--- src/rtl/thermal_guard_pkg.sv ---
package thermal_guard_pkg;
  localparam int DUTY_W = 3;

  typedef struct packed {
    logic [DUTY_W-1:0] duty;
    logic              fall_en;
    logic              rise_en;
    logic              force_on;
    logic              auto_en;
  } cfg_t;

  localparam int CFG_W = $bits(cfg_t);

  localparam logic [2:0] PS_STOP_GRANT = 3'd1;
  localparam logic [2:0] PS_SLEEP      = 3'd2;
  localparam logic [2:0] PS_DEEP_SLEEP = 3'd3;

  function automatic logic is_stopped(input logic [2:0] ps);
    return (ps == PS_STOP_GRANT) || (ps == PS_SLEEP) || (ps == PS_DEEP_SLEEP);
  endfunction
endpackage

--- src/rtl/tg_cfg_reg.sv ---
module tg_cfg_reg
  import thermal_guard_pkg::*;
#(
  parameter logic [CFG_W-1:0] RESET_VAL = 7'h01
) (
  input  logic             clk,
  input  logic             rst_n,
  input  logic             we,
  input  logic [CFG_W-1:0] wdata,
  output cfg_t             cfg
);
  always_ff @(posedge clk or negedge rst_n) begin
    if (!rst_n)  cfg <= cfg_t'(RESET_VAL);
    else if (we) cfg <= cfg_t'(wdata);
  end
endmodule

--- src/rtl/tg_hot_tracker.sv ---
module tg_hot_tracker
  import thermal_guard_pkg::*;
#(
  parameter int TEMP_W = 8,
  parameter int HOT_C  = 100,
  parameter int HYST_C = 2
) (
  input  logic              clk,
  input  logic              rst_n,
  input  logic [TEMP_W-1:0] temp_q,
  input  logic [2:0]        pstate,
  input  logic              rise_en,
  input  logic              fall_en,
  output logic              hot_q,
  output logic              irq_q
);
  localparam logic [TEMP_W-1:0] ON_T  = TEMP_W'(HOT_C);
  localparam logic [TEMP_W-1:0] REL_T = TEMP_W'(HOT_C - HYST_C);

  logic stopped, hot_d;
  assign stopped = is_stopped(pstate);

  always_comb begin
    if (stopped)    hot_d = hot_q;
    else if (hot_q) hot_d = (temp_q >= REL_T);
    else            hot_d = (temp_q >= ON_T);
  end

  always_ff @(posedge clk or negedge rst_n) begin
    if (!rst_n) begin
      hot_q <= 1'b0;
      irq_q <= 1'b0;
    end else begin
      hot_q <= hot_d;
      irq_q <= (hot_d & ~hot_q & rise_en) | (~hot_d & hot_q & fall_en);
    end
  end

  a_r2_no_new_hot_when_stopped: assert property (@(posedge clk) disable iff (!rst_n)
    $rose(hot_q) |-> !$past(stopped));
  a_r3_hold_while_stopped: assert property (@(posedge clk) disable iff (!rst_n)
    (hot_q && stopped) |=> hot_q);
  a_r4_release_below_band: assert property (@(posedge clk) disable iff (!rst_n)
    $fell(hot_q) |-> ($past(temp_q) < REL_T));
  a_r1_irq_on_edge_only: assert property (@(posedge clk) disable iff (!rst_n)
    irq_q |-> (hot_q != $past(hot_q)));
endmodule

--- src/rtl/tg_trip_latch.sv ---
module tg_trip_latch #(
  parameter int TEMP_W = 8,
  parameter int TRIP_C = 125
) (
  input  logic              clk,
  input  logic              rst_n,
  input  logic [TEMP_W-1:0] temp_q,
  output logic              trip_q
);
  localparam logic [TEMP_W-1:0] TRIP_T = TEMP_W'(TRIP_C);

  always_ff @(posedge clk or negedge rst_n) begin
    if (!rst_n)                trip_q <= 1'b0;
    else if (temp_q >= TRIP_T) trip_q <= 1'b1;
  end

  a_r5_trip_sticky: assert property (@(posedge clk) disable iff (!rst_n)
    trip_q |=> trip_q);
  a_r5_trip_cause: assert property (@(posedge clk) disable iff (!rst_n)
    $rose(trip_q) |-> ($past(temp_q) >= TRIP_T));
endmodule

--- src/rtl/tg_duty_mod.sv ---
module tg_duty_mod
  import thermal_guard_pkg::*;
(
  input  logic              clk,
  input  logic              rst_n,
  input  logic              active,
  input  logic [DUTY_W-1:0] duty,
  output logic              gate
);
  logic [DUTY_W-1:0] cnt_q;

  always_ff @(posedge clk or negedge rst_n) begin
    if (!rst_n) cnt_q <= '0;
    else        cnt_q <= cnt_q + 1'b1;
  end

  assign gate = active && (cnt_q < duty);

  a_r7_gate_off_when_idle: assert property (@(posedge clk) disable iff (!rst_n)
    !active |-> !gate);
endmodule

--- src/rtl/thermal_guard.sv ---
module thermal_guard
  import thermal_guard_pkg::*;
#(
  parameter int TEMP_W = 8,
  parameter int HOT_C  = 100,
  parameter int HYST_C = 2,
  parameter int TRIP_C = 125
) (
  input  logic              clk,
  input  logic              rst_n,
  input  logic              temp_valid,
  output logic              temp_ready,
  input  logic [TEMP_W-1:0] temp_c,
  input  logic [2:0]        pstate,
  input  logic              cfg_we,
  input  logic [CFG_W-1:0]  cfg_wdata,
  output logic              hot_n,
  output logic              trip,
  output logic              hot_irq,
  output logic              throttle_on,
  output logic              clk_gate
);
  cfg_t              cfg;
  logic [TEMP_W-1:0] temp_q;
  logic              hot_q;

  assign temp_ready = 1'b1;

  always_ff @(posedge clk or negedge rst_n) begin
    if (!rst_n)                       temp_q <= '0;
    else if (temp_valid & temp_ready) temp_q <= temp_c;
  end

  tg_cfg_reg u_cfg (
    .clk(clk), .rst_n(rst_n), .we(cfg_we), .wdata(cfg_wdata), .cfg(cfg)
  );

  tg_hot_tracker #(.TEMP_W(TEMP_W), .HOT_C(HOT_C), .HYST_C(HYST_C)) u_hot (
    .clk(clk), .rst_n(rst_n), .temp_q(temp_q), .pstate(pstate),
    .rise_en(cfg.rise_en), .fall_en(cfg.fall_en),
    .hot_q(hot_q), .irq_q(hot_irq)
  );

  tg_trip_latch #(.TEMP_W(TEMP_W), .TRIP_C(TRIP_C)) u_trip (
    .clk(clk), .rst_n(rst_n), .temp_q(temp_q), .trip_q(trip)
  );

  assign hot_n       = ~hot_q;
  assign throttle_on = cfg.force_on | (cfg.auto_en & hot_q);

  tg_duty_mod u_mod (
    .clk(clk), .rst_n(rst_n), .active(throttle_on), .duty(cfg.duty), .gate(clk_gate)
  );

  a_r9_always_ready: assert property (@(posedge clk) disable iff (!rst_n) temp_ready);
endmodule

--- config.mk ---
export PLATFORM = sky130hd
export DESIGN_NAME = thermal_guard
export DESIGN_NICKNAME = d
export VERILOG_FILES = /design/src/rtl/thermal_guard_pkg.sv /design/src/rtl/tg_cfg_reg.sv /design/src/rtl/tg_hot_tracker.sv /design/src/rtl/tg_trip_latch.sv /design/src/rtl/tg_duty_mod.sv /design/src/rtl/thermal_guard.sv
export SDC_FILE = /design/constraint.sdc
export NUM_CORES = 1
export LEC_CHECK = 0
export ABC_AREA = 1
export BUFFER_PORTS_ARGS = -buffer_cell sky130_fd_sc_hd__buf_2
export CORE_ASPECT_RATIO = 1.1
export CORE_UTILIZATION = 53
export CTS_CLUSTER_SIZE = 16
export DETAILED_ROUTE_END_ITERATION = 6
export MAX_ROUTING_LAYER = met4
export PLACE_DENSITY = 0.82
export SYNTH_ARGS = -nofsm -noshare
export SYNTH_HDL_FRONTEND = slang
export SYNTH_SLANG_ARGS = --single-unit
export TNS_END_PERCENT = 100
--- constraint.sdc ---
create_clock -name clk -period 3.1 [get_ports clk]
set_input_delay 0.93 -clock clk [delete_from_list [all_inputs] [get_ports clk]]
set_output_delay 0.93 -clock clk [all_outputs]
set_load 0.01 [all_outputs]
==> reports/results.ini <==
[power_and_ir_drop]
power.internal_w = 0.000385
leakage_nw = 0.579
power_frac_comb_pct = 15.9
power_density_nw_per_um2 = 469
p_switching_w = 0.000131
p_clk_share_pct = 24.1
power_frac_seq_pct = 60.1
ir_worst_vdd_mv = 0.334
switching_share_pct = 25.4

[global_routing]
overflow = 0
grt.total_usage_pct = 18.8
grt_max_degree = 22
antenna_found_initial = 0
grt_pass1_wl_um = 2470
grt_pass1_vias = 581

[final_layout]
nets = 143
final_cell_mix = buf_2 (26), dfrtp_1 (20), nand2_1 (15), inv_1 (13), o21ai_0 (10)
final_cells = 134
antennaDiodeCount = 0
filler_cell_count = 139
final_common_cell = buf_2
drive_gt1_share_pct = 37.6
syn_to_final_growth_pct = 17.0

[timing]
tns_ns = 0
fin_crit_ns = 2.41
fin_ws_ns = 0.688
fmax_mhz = 415
finalHoldViolCount = 0
worst_clock_skew_ns = 0.00520
rsz0062_at_grt = false
fin_crit_sh_pct = 77.8
setup_viol = 0
slew_violations = 0

[clock_network]
cts.htree.levels = 1
cts.sink_count = 21
clockRootBuffer = clkbuf_4
cts.hold.buffers_added = 0
cts_made_buffers = 3
cts_buffer_depth = 2
clk_pin_slew_ns = 0.10
cts_tree = yes
clk_latency_ns = 0.29
postCtsResizedCells = 0
cts_setup_buffers = 0

[logic_synthesis]
yosys.area.top_type = dfrtp_1
synth.avg_cell_area_um2 = 10.5
netlist_area_um2 = 941
synth_nets = 115
ys_warn_count = 0
synth_cell_types = 22
async_flop_share_pct = 100
synth.yosys.seq_area_share_pct = 56.0
synth_top_area_share_pct = 53.2
synth_edf_count = 0
synth_area_leaders = dfrtp_1 (53%), mux2_2 (8.4%), nand2_1 (6.0%), o21ai_0 (5.3%), inv_1 (5.2%)
synth_cells = 90
ys_seq_elements = 21
synthFlopType = dfrtp_1

[detailed_routing]
wire_per_inst_um = 11.4
vias = 676
drc = 0
dr.pass1.iters = 2
wl_um = 1530
detail-route-antenna-nets = 0
drt-vias-per-instance = 5.04
drt-initial-drc-count = 7

[flow_run]
maxCapViolCount = 0

[setup_path]
critPathMaxFanout = 2
endpoint_kind = output port
timing.rr.end = u_hot.irq_q
cp-start-kind = flop
crit_type = flop to output port
reg2reg_setup_slack_ns = 2.09
cp.arrival_ns = 1.48
critPathRequiredTime_ns = 2.17
ff2ff_path_depth = 6
rr_startpoint = temp_q[4]

[placed_design]
port_buffers = 26
placedCellCount = 130
dp_hpwl_um = 1240
gp_congestion = 0.780
place_ws_ns = 1.01

[hold_path]
whs_endpoint = u_mod.cnt_q[0]
min_path_type = flop to flop
hold_path_depth = 1
holdCritStartpoint = u_mod.cnt_q[0]

[die]
num_io_pins = 28
rows = 15
coreArea_um2 = 1610
die_area_um2 = 1950
die_w_um = 42.2
die_h_um = 46.2
initial_utilization_pct = 58.3

[status]
status = finished, final reports clean

## worst max path at each step
stage                         from  endpoint  slack, ns  depth (start not counted)
floorplan           u_mod.cnt_q[1]  clk_gate       1.09                          4
global placement    u_mod.cnt_q[1]  clk_gate       1.07                          5
detailed placement  u_mod.cnt_q[1]  clk_gate       1.01                          5
CTS                 u_mod.cnt_q[1]  clk_gate       0.67                          5
global route          u_cfg.cfg[5]  clk_gate       0.57                          6
finish              u_mod.cnt_q[1]  clk_gate       0.69                          5
## sequential cells by signal, indices dropped and copies added, names as in the netlist
| register | cells |
|---|---|
| temp_q | 8 |
| u_cfg.cfg | 7 |
| u_hot.hot_q | 1 |
| u_hot.irq_q | 1 |
| u_mod.cnt_q | 3 |
| u_trip.trip_q | 1 |
## area by class of cell
class                      instances  area (um2)  share of cell area [%]
clock buffer                       4        26.3                    2.39
sequential                        21         527                    47.8
timing repair buffer              26         130                    11.8
inverter                          13        48.8                    4.43
multi-input combinational         53         348                    31.6
tap                               17        21.3                    1.93
## kinds of logic (layout without fill, tap and decap cells)
family / after synthesis / count (layout) / share of synthesized area (%)
adder cells (fa/ha/maj): 3 / 3 / 3.99
flip-flops: 21 / 21 / 56.0
AND/OR/NAND/NOR: 26 / 26 / 13.0
AO/OA/AOI/OAI: 15 / 15 / 10.2
multiplexers: 7 / 7 / 8.38
XOR/XNOR: 1 / 1 / 0.931
buffers and inverters: 16 / 43 / 7.05
other: 1 / 1 / 0.399
## synth_stat cells (2+ instances only)
master / count
ha_1: 3
mux2_2: 7
dfrtp_1: 20
nor2_2: 2
buf_2: 2
nand2_1: 15
nand2_2: 3
inv_1: 13
o21ai_0: 10
nand3_1: 3
## per-stage QoR
step	area [um2]	hold slack, ns	power, W	utilization (%)
6_report	1100	0.463	0.000517	68.2
4_1_cts	1100	0.466	0.000525	68.2
5_1_grt	1100	0.491	0.000549	68.2
3_3_place_gp	1070	0.435	0.000395	66.6
3_5_place_dp	1070	0.451	0.000400	66.6
2_1_floorplan	941	0.417	0.000364	-
## worst max-delay path, cell delays in order (launching register included)
cell and delay [ns]:
dfrtp_1 0.41, ha_1 0.29, o21ai_0 0.08, nand2_1 0.07
a211oi_1 0.18, buf_2 0.16
## metal layers
layer,global-route usage [%],routed length [um],up-vias
li1,-,-,345
met1,21.9,654,304
met2,30.8,759,23
met3,2.35,68,4
met4,13.1,44,0
met5,-,0,-
## power groups by stage
| stage | logic [W] | registers, W | clock network, W |
|---|---|---|---|
| after floorplan | 0.0000504 | 0.000314 | 0 |
| after global placement | 0.0000799 | 0.000315 | 0 |
| after detailed placement | 0.0000837 | 0.000316 | 0 |
| after CTS | 0.0000840 | 0.000311 | 0.000131 |
| after global routing | 0.0000934 | 0.000313 | 0.000142 |
| final | 0.0000821 | 0.000310 | 0.000124 |
(Power assumes the default switching activity.)
